**src/rtl/nr_pkg.sv**
```systemverilog
package nr_pkg;

    typedef enum logic [1:0] {
        ST_IDLE = 2'd0,
        ST_PROD = 2'd1,
        ST_UPD  = 2'd2,
        ST_QUOT = 2'd3
    } nr_state_e;

    // Table entry k: reciprocal of the upper end of the k-th divisor interval
    function automatic longint seed_value(input int fw, input int idxw, input int k);
        return (longint'(1) << (fw + idxw + 1)) / longint'((1 << idxw) + 1 + k);
    endfunction

endpackage

```
**src/rtl/nr_seed_rom.sv**
```systemverilog
module nr_seed_rom #(
    parameter int FW   = 16,
    parameter int IDXW = 3,
    parameter int W    = 18
) (
    input  logic [IDXW-1:0] idx,
    output logic [W-1:0]    seed
);
    localparam int ENTRIES = 1 << IDXW;

    logic [W-1:0] table_w [ENTRIES];

    for (genvar k = 0; k < ENTRIES; k++) begin : g_entry
        localparam logic [W-1:0] VAL = W'(nr_pkg::seed_value(FW, IDXW, k));
        assign table_w[k] = VAL;
    end

    assign seed = table_w[idx];
endmodule

```
**src/rtl/nr_mul.sv**
```systemverilog
module nr_mul #(
    parameter int FW = 16,
    parameter int W  = 18
) (
    input  logic [W-1:0] op_a,
    input  logic [W-1:0] op_b,
    output logic [W-1:0] prod
);
    logic [2*W-1:0] full_w;

    assign full_w = {{W{1'b0}}, op_a} * {{W{1'b0}}, op_b};
    assign prod   = W'(full_w >> FW);
endmodule

```
**src/rtl/nr_recip_unit.sv**
```systemverilog
module nr_recip_unit #(
    parameter int IW    = 2,
    parameter int FW    = 16,
    parameter int IDXW  = 3,
    parameter int MAXIT = 4
) (
    input  logic                 clk,
    input  logic                 rst_n,
    input  logic                 start,
    input  logic                 seed_one,
    input  logic [IW+FW-1:0]     divisor,
    input  logic [FW-1:0]        dividend,
    input  logic [IW+FW-1:0]     tol,
    output logic [IW+FW-1:0]     recip,
    output logic [IW+FW-1:0]     quot,
    output logic                 done
);
    import nr_pkg::*;

    localparam int W   = IW + FW;
    localparam int ITW = $clog2(MAXIT + 1);
    localparam logic [W-1:0]   ONE   = W'(1) << FW;
    localparam logic [W-1:0]   TWO   = W'(2) << FW;
    localparam logic [ITW-1:0] ITCAP = ITW'(MAXIT);

    typedef struct packed {
        nr_state_e      state;
        logic [W-1:0]   b;
        logic [FW-1:0]  dvd;
        logic [W-1:0]   eps;
        logic [W-1:0]   x;
        logic [W-1:0]   amul;
        logic [ITW-1:0] iter;
        logic [W-1:0]   recip;
        logic [W-1:0]   quot;
        logic           done;
    } nr_regs_t;

    nr_regs_t r_q, r_d;

    logic [W-1:0] seed_w;
    logic [W-1:0] op_a, op_b, prod;
    logic [W-1:0] resid;

    nr_seed_rom #(.FW(FW), .IDXW(IDXW), .W(W)) u_seed (
        .idx  (divisor[FW-2 -: IDXW]),
        .seed (seed_w)
    );

    // Single multiplier shared by all three product kinds
    always_comb begin
        case (r_q.state)
            ST_UPD: begin
                op_a = r_q.x;
                op_b = TWO - r_q.amul;
            end
            ST_QUOT: begin
                op_a = {{IW{1'b0}}, r_q.dvd};
                op_b = r_q.x;
            end
            default: begin
                op_a = r_q.b;
                op_b = r_q.x;
            end
        endcase
    end

    nr_mul #(.FW(FW), .W(W)) u_mul (
        .op_a (op_a),
        .op_b (op_b),
        .prod (prod)
    );

    assign resid = (prod >= ONE) ? '0 : ONE - prod;

    always_comb begin
        r_d      = r_q;
        r_d.done = 1'b0;
        case (r_q.state)
            ST_IDLE: begin
                if (start) begin
                    r_d.b     = divisor;
                    r_d.dvd   = dividend;
                    r_d.eps   = tol;
                    r_d.x     = seed_one ? ONE : seed_w;
                    r_d.iter  = '0;
                    r_d.state = ST_PROD;
                end
            end
            ST_PROD: begin
                if (resid <= r_q.eps || r_q.iter == ITCAP) begin
                    r_d.state = ST_QUOT;
                end else begin
                    r_d.amul  = prod;
                    r_d.state = ST_UPD;
                end
            end
            ST_UPD: begin
                r_d.x     = prod;
                r_d.iter  = r_q.iter + ITW'(1);
                r_d.state = ST_PROD;
            end
            ST_QUOT: begin
                r_d.quot  = prod;
                r_d.recip = r_q.x;
                r_d.done  = 1'b1;
                r_d.state = ST_IDLE;
            end
            default: r_d.state = ST_IDLE;
        endcase
    end

    always_ff @(posedge clk or negedge rst_n) begin
        if (!rst_n) begin
            r_q <= '0;
        end else begin
            r_q <= r_d;
        end
    end

    assign recip = r_q.recip;
    assign quot  = r_q.quot;
    assign done  = r_q.done;
endmodule

```
**config.mk**
```make
export PLATFORM = sky130hd
export DESIGN_NAME = nr_recip_unit
export DESIGN_NICKNAME = d
export VERILOG_FILES = /design/src/rtl/nr_pkg.sv /design/src/rtl/nr_seed_rom.sv /design/src/rtl/nr_mul.sv /design/src/rtl/nr_recip_unit.sv
export SDC_FILE = /design/constraint.sdc
export NUM_CORES = 1
export LEC_CHECK = 0
export ABC_AREA = 1
export BUFFER_PORTS_ARGS = -buffer_cell sky130_fd_sc_hd__buf_4
export CAP_MARGIN = 30
export CORE_ASPECT_RATIO = 1.4
export CORE_UTILIZATION = 69
export DETAILED_ROUTE_END_ITERATION = 8
export GPL_TIMING_DRIVEN = 1
export HOLD_SLACK_MARGIN = 0.08
export PLACE_DENSITY = 0.85
export SYNTH_ARGS = -nofsm -noshare
export SYNTH_HDL_FRONTEND = slang
export SYNTH_SLANG_ARGS = --single-unit
```
**constraint.sdc**
```tcl
create_clock -name clk -period 27 [get_ports clk]
set_input_delay 5.4 -clock clk [delete_from_list [all_inputs] [get_ports clk]]
set_output_delay 5.4 -clock clk [all_outputs]
set_load 0.02 [all_outputs]
```
==> metrics, run 1 <==
most prevalent standard cell on the critical path sky130_fd_sc_hd__inv_1; maximum single-stage delay on the critical path 790 ps; amount of wire on met2 after detailed routing 27.50 mm; post-cts hold buffer count 0; DP Wirelength 44.61 mm; leading cell types in the layout, fill and taps excluded sky130_fd_sc_hd__nand2_1, sky130_fd_sc_hd__inv_1, sky130_fd_sc_hd__fa_1; final routed wire length divided by cell count 21.13 µm; Setup crit start kind register; number of antenna-violating nets in the routed design 0; signed area change from the synthesized netlist to the final layout 7.260%; kind of critical path register to register; Layout Skew 7.987 ps; synthesized instance count 2341; status finished clean; total global routing track utilization 0.4558; number of DRC violations after detailed routing 0; number of DRC markers after the initial detailed-route iteration 1417; placement-stage cell area 18610 µm²; clock sinks 130; Core Box Area 25470 µm²; clock input transition at the sequential cells of the worst setup and hold paths 60 ps; wire length the detailed router placed on met1 18.82 mm; ports placed on the boundary 93; RSZ-0062 raised after global routing false; via density per instance 5.917; final setup vio count 0; Net count, final 2793; Final Max Slew Viols 0; CTS resizes 0; post-CTS setup-driven buffer insertion count 0; area share of xor/xnor cells in the synthesized design 0.01171; number of enable flip-flop cells after synthesis 0; post-synthesis sequential area ratio 0.1812; launch point of the worst reg-to-reg path r_q[129]; wire length on met3 4.720 mm; min Tclk post-route 11220 ps; insertion delay to the later sink of the worst-skew pair 440 ps; Highest Clock Rate 0.08914 GHz; main flop type after synthesis sky130_fd_sc_hd__dfrtp_1; count of different cell masters after synthesis 54; TritonCTS clock tree built; share of the synthesized area in compound gates (AO/OA/AOI/OAI) 0.07225; portion of netlist area occupied by mux cells 0; CP arrival 11510 ps; horizontal extent of the die 138.3 µm; number of cells on the worst reg-to-reg path 42; detailed-route wire length 57.04 mm; net count after synthesis 2768; buffer levels on the longest clock path 2; mean cell area of the mapped netlist 7.671 µm²; largest net degree at the start of global routing 87; die area 26680 µm²; length of the first detailed-routing pass in iterations 8; routed vias 15970; maximum capacitance violations 0; capturing point of the worst reg2reg path r_q[55]; H-tree levels 4; share of layout cells above drive strength 1 0.09121; global placement routability congestion 1.083; commonest non-fill, non-tap cell in the layout sky130_fd_sc_hd__nand2_1; CP max-delay cell sky130_fd_sc_hd__dfrtp_1; transition time at the pin with the least slew margin 926.5 ps; Worst setup EP type register; share of the clock period used by the worst path 0.4155; leftover overflow at the end of global routing 0; number of buffers inserted during clock tree synthesis 17; die span in y 192.9 µm; dominant combinational cell family by area after synthesis adder cells; register bit total from synthesis 130; yosys synthesis warning count 0; basic-gate share of the synthesized area counting and, or, nand and nor cells 0.2290; required time of the critical path 27290 ps; Worst Hold Path Cells 2; number of antenna violations at the first check in global routing 2; Hold EP r_q[113]; total of buffers placed on input and output ports 92; top layer reached by signal wires met5; wire length of the first global-routing pass 89.24 mm; cell area after synthesis 17960 µm²; class of the tightest hold or removal check register to register; Adder-Cell Fraction of Synth Area 0.3643; clock tree root buffer cell sky130_fd_sc_hd__clkbuf_16; reg-to-reg setup timing slack 15780 ps; largest fanout of any net on the critical path 28; hold wc startpoint r_q[113]; share of flip-flops with an asynchronous set or reset after synthesis 1.000; Fin. Hold Viols 0; vias in the first global route 16750; Max-Slew Margin vs Limit 0.3816; number of placement rows 69; post-route cell area 19260 µm²; starting utilization of the core area 0.7051; setup TNS 0 ps
## per-layer routing
| layer | track usage | up-vias |
|---|---|---|
| met5 | 0 | - |
| met2 | 0.7720 | 905 |
| met1 | 0.4762 | 7702 |
| met3 | 0.1052 | 346 |
| li1 | - | 7014 |
| met4 | 0.4183 | 2 |
## cell usage after synthesis, types with 8 or more instances
library cell | n | area (µm²)
sky130_fd_sc_hd__o221ai_1 | 12 | 105.1
sky130_fd_sc_hd__buf_2 | 10 | 50.05
sky130_fd_sc_hd__ha_1 | 118 | 1476
sky130_fd_sc_hd__xor2_1 | 15 | 131.4
sky130_fd_sc_hd__nand4_1 | 17 | 106.4
sky130_fd_sc_hd__nor2_4 | 16 | 180.2
sky130_fd_sc_hd__buf_4 | 36 | 270.3
sky130_fd_sc_hd__nor2_1 | 203 | 762.0
sky130_fd_sc_hd__nand2_1 | 601 | 2256
sky130_fd_sc_hd__inv_1 | 517 | 1941
sky130_fd_sc_hd__buf_1 | 8 | 30.03
sky130_fd_sc_hd__nand3_1 | 51 | 255.2
sky130_fd_sc_hd__dfrtp_1 | 130 | 3253
sky130_fd_sc_hd__fa_1 | 253 | 5065
sky130_fd_sc_hd__nor3_1 | 13 | 65.06
sky130_fd_sc_hd__clkbuf_1 | 44 | 165.2
sky130_fd_sc_hd__nand2_2 | 20 | 125.1
sky130_fd_sc_hd__o21a_1 | 16 | 120.1
sky130_fd_sc_hd__clkinv_1 | 8 | 30.03
sky130_fd_sc_hd__o21ai_0 | 118 | 590.6
sky130_fd_sc_hd__a21oi_1 | 57 | 285.3
sky130_fd_sc_hd__inv_2 | 9 | 33.78
## worst max-delay path by stage
| stage | start | end | slack (ps) |
|---|---|---|---|
| 2_1_floorplan | r_q[40] | r_q[46] | 18490 |
| 3_3_place_gp | r_q[129] | r_q[43] | 15590 |
| 3_5_place_dp | r_q[129] | r_q[43] | 16200 |
| 4_1_cts | r_q[129] | r_q[43] | 16090 |
| 5_1_grt | r_q[129] | r_q[55] | 15010 |
| 6_report | r_q[129] | r_q[55] | 15780 |
## through the flow
step / util / hold slack (ps) / setup WS [ps] / cells
after detailed placement: 0.7309 / 469.4 / 16200 / 2664
after CTS: 0.7548 / 485.1 / 16090 / 2696
final: 0.7563 / 487.7 / 15780 / 2699
after global routing: 0.7562 / 509.1 / 15010 / 2698
after global placement: 0.7301 / 458.0 / 15590 / 2663
after floorplan: - / 434.5 / 18490 / 2341
## flip-flops by register name (all words and copies together) (netlist names)
| signal | flops |
|---|---|
| r_q | 93 |
| quot | 18 |
| recip | 18 |
| done | 1 |
## cell families after synthesis
kind of cell               count (synthesis)
AOI/OAI and AO/OA                        227
buffers and inverters                    633
adders and majority gates                371
other                                      1
DFF                                      130
and+or+nand+nor                          958
xor gates and xnor gates                  21
## critical path, delay by kind of cell (launching register included)
family	cells	cell delay [ps]
AOI/OAI and AO/OA	4	840
adders and majority gates	9	3980
buffers and inverters	8	1720
DFF	1	790
and+or+nand+nor	21	3720
## layout make-up
| class | instances | area, µm² |
|---|---|---|
| diodes | 1 | 2.502 |
| clock buffers | 17 | 425.4 |
| clock inverters | 15 | 183.9 |
| fillers | 1970 | 6207 |
| inverters | 534 | 2004 |
| multi-input cells | 1578 | 12170 |
| flip-flops and latches | 130 | 3253 |
| well taps | 319 | 399.1 |
| repair buffers | 105 | 820.8 |
Power of run 1 is not shown: default switching activity piles up to over one toggle a cycle in this logic, so the estimate is an artifact.
==> run 2, diff against run 1 <==
Settings changed: CORE_UTILIZATION 69 to 58, PLACE_DENSITY 0.85 to 0.76.
Clock period 27 ns to 9.9 ns, I/O delays scaled along.
==> metrics, run 2 (same netlist as run 1, synthesis figures left out) <==
length of the first detailed-routing pass in iterations 6 (-2); min Tclk post-route 9384 ps (-1833 ps); hold wc startpoint r_q[125]; vias in the first global route 16500 (-1.5%); largest fanout of any net on the critical path 23 (-18%); wire length of the first global-routing pass 87.15 mm (-2.3%); leading cell types in the layout, fill and taps excluded sky130_fd_sc_hd__nand2_1, sky130_fd_sc_hd__inv_1, sky130_fd_sc_hd__fa_1; clock tree root buffer cell sky130_fd_sc_hd__clkbuf_16; class of the tightest hold or removal check register to register; maximum capacitance violations 0 (unchanged); TritonCTS clock tree built; Highest Clock Rate 0.1066 GHz (+20%); number of antenna repair diodes 0 (-1); number of DRC markers after the initial detailed-route iteration 1019 (-28%); largest net degree at the start of global routing 87 (unchanged); reg-to-reg setup timing slack 520 ps (-15270 ps); commonest non-fill, non-tap cell in the layout sky130_fd_sc_hd__nand2_1; Layout Skew 11.33 ps (+3.341 ps); Worst setup EP type register; Setup crit start kind register; die span in y 210.2 µm (+9.0%); Final Max Slew Viols 0 (unchanged); Post-Route Utilization 0.6513 (-0.1050); final routed wire length divided by cell count 19.90 µm (-5.8%); Net count, final 2833 (+1.4%); number of antenna violations at the first check in global routing 0 (-2); launch point of the worst reg-to-reg path r_q[129]; max reg flops 93 (unchanged); maximum single-stage delay on the critical path 530 ps (-260 ps); routed vias 15600 (-2.3%); number of buffers inserted during clock tree synthesis 17 (unchanged); number of placement rows 75 (+8.7%); share of the clock period used by the worst path 0.9479 (+0.5324); Hold EP r_q[125]; clock input transition at the sequential cells of the worst setup and hold paths 60 ps (about the same); number of DRC violations after detailed routing 0 (unchanged); die area 31680 µm² (+19%); post-route cell area 19680 µm² (+2.2%); capturing point of the worst reg2reg path r_q[56]; required time of the critical path 10210 ps (-17080 ps); global placement routability congestion 0.9974 (-7.9%); leftover overflow at the end of global routing 0 (unchanged); transition time at the pin with the least slew margin 954.3 ps (+27.79 ps); status finished clean; setup ws final 515.6 ps (-15270 ps); detailed-route wire length 55.80 mm (-2.2%); setup TNS 0 ps (unchanged); H-tree levels 4 (unchanged); kind of critical path register to register; via density per instance 5.562 (-6.0%); horizontal extent of the die 150.7 µm (+8.9%); CP arrival 9690 ps (-1820 ps); number of antenna-violating nets in the routed design 0 (unchanged); signed area change from the synthesized netlist to the final layout 9.588%; clock sinks 130 (unchanged); final setup vio count 0 (unchanged); worst slack after detailed placement 109.9 ps (-16090 ps); Fin. Hold Viols 0 (unchanged); number of cells on the worst reg-to-reg path 40 (-4.8%); share of layout cells above drive strength 1 0.1141 (+0.02288); total global routing track utilization 0.3758 (-0.07996); Worst Hold Path Cells 2 (unchanged); buffer levels on the longest clock path 2 (unchanged); CP max-delay cell sky130_fd_sc_hd__fa_1; Max-Slew Margin vs Limit 0.3571 (-0.02459); total of buffers placed on input and output ports 92 (unchanged); starting utilization of the core area 0.5943 (-0.1108); Core Box Area 30220 µm² (+19%); ports placed on the boundary 93 (unchanged); placement-stage cell area 18970 µm² (+1.9%); DP Wirelength 45.49 mm (+2.0%); insertion delay to the later sink of the worst-skew pair 440 ps (about the same); most prevalent standard cell on the critical path sky130_fd_sc_hd__inv_1; register bank with the most flops r_q
-- run 2: final cells by class --
cell class              count  area, µm²
inverters                 534       2007
clock inverters            15      161.4
fillers                  2653      10540
repair buffers            144       1101
flip-flops and latches    130       3253
well taps                 385      481.7
clock buffers              17      425.4
multi-input cells        1579      12250
-- run 2: timing repair --
action	in CTS	in global routing
endpoints found under the setup margin	0	19
resized for setup	0	27
hold buffers	0	0
setup buffers	0	4
-- run 2: how the worst max path moves through the flow --
stage               cells after the start      from      end  slack (ps)
global route                           44   r_q[40]  r_q[56]         -20
global placement                       37   r_q[40]  r_q[43]         280
finish                                 40  r_q[129]  r_q[56]         520
floorplan                              48   r_q[40]  r_q[46]        1390
CTS                                    37   r_q[40]  r_q[56]         100
detailed placement                     37   r_q[40]  r_q[56]         110
-- run 2: worst max-delay path: cells and delay by family, from the launching register on --
family	cells	cell delay (ps)
buffers and inverters	11	1450
and+or+nand+nor	15	2340
AOI/OAI and AO/OA	5	1120
adders and majority gates	8	3600
xor gates and xnor gates	1	300
DFF	1	400
-- run 2: metrics by stage --
step,hold slack (ps),cells
floorplan,434.5,2341
global placement,456.3,2767
detailed placement,460.1,2767
CTS,476.0,2799
global route,491.7,2804
finish,474.6,2804
-- run 2: metal layers --
layer  wire length (µm)  vias up  track usage
li1                   -     7088            -
met4               5351        0       0.3093
met2              27830      699       0.6522
met1              19140     7548       0.3990
met3               3470      261      0.05671
met5                  0        -            0
Power of run 2 is left out for the same reason.
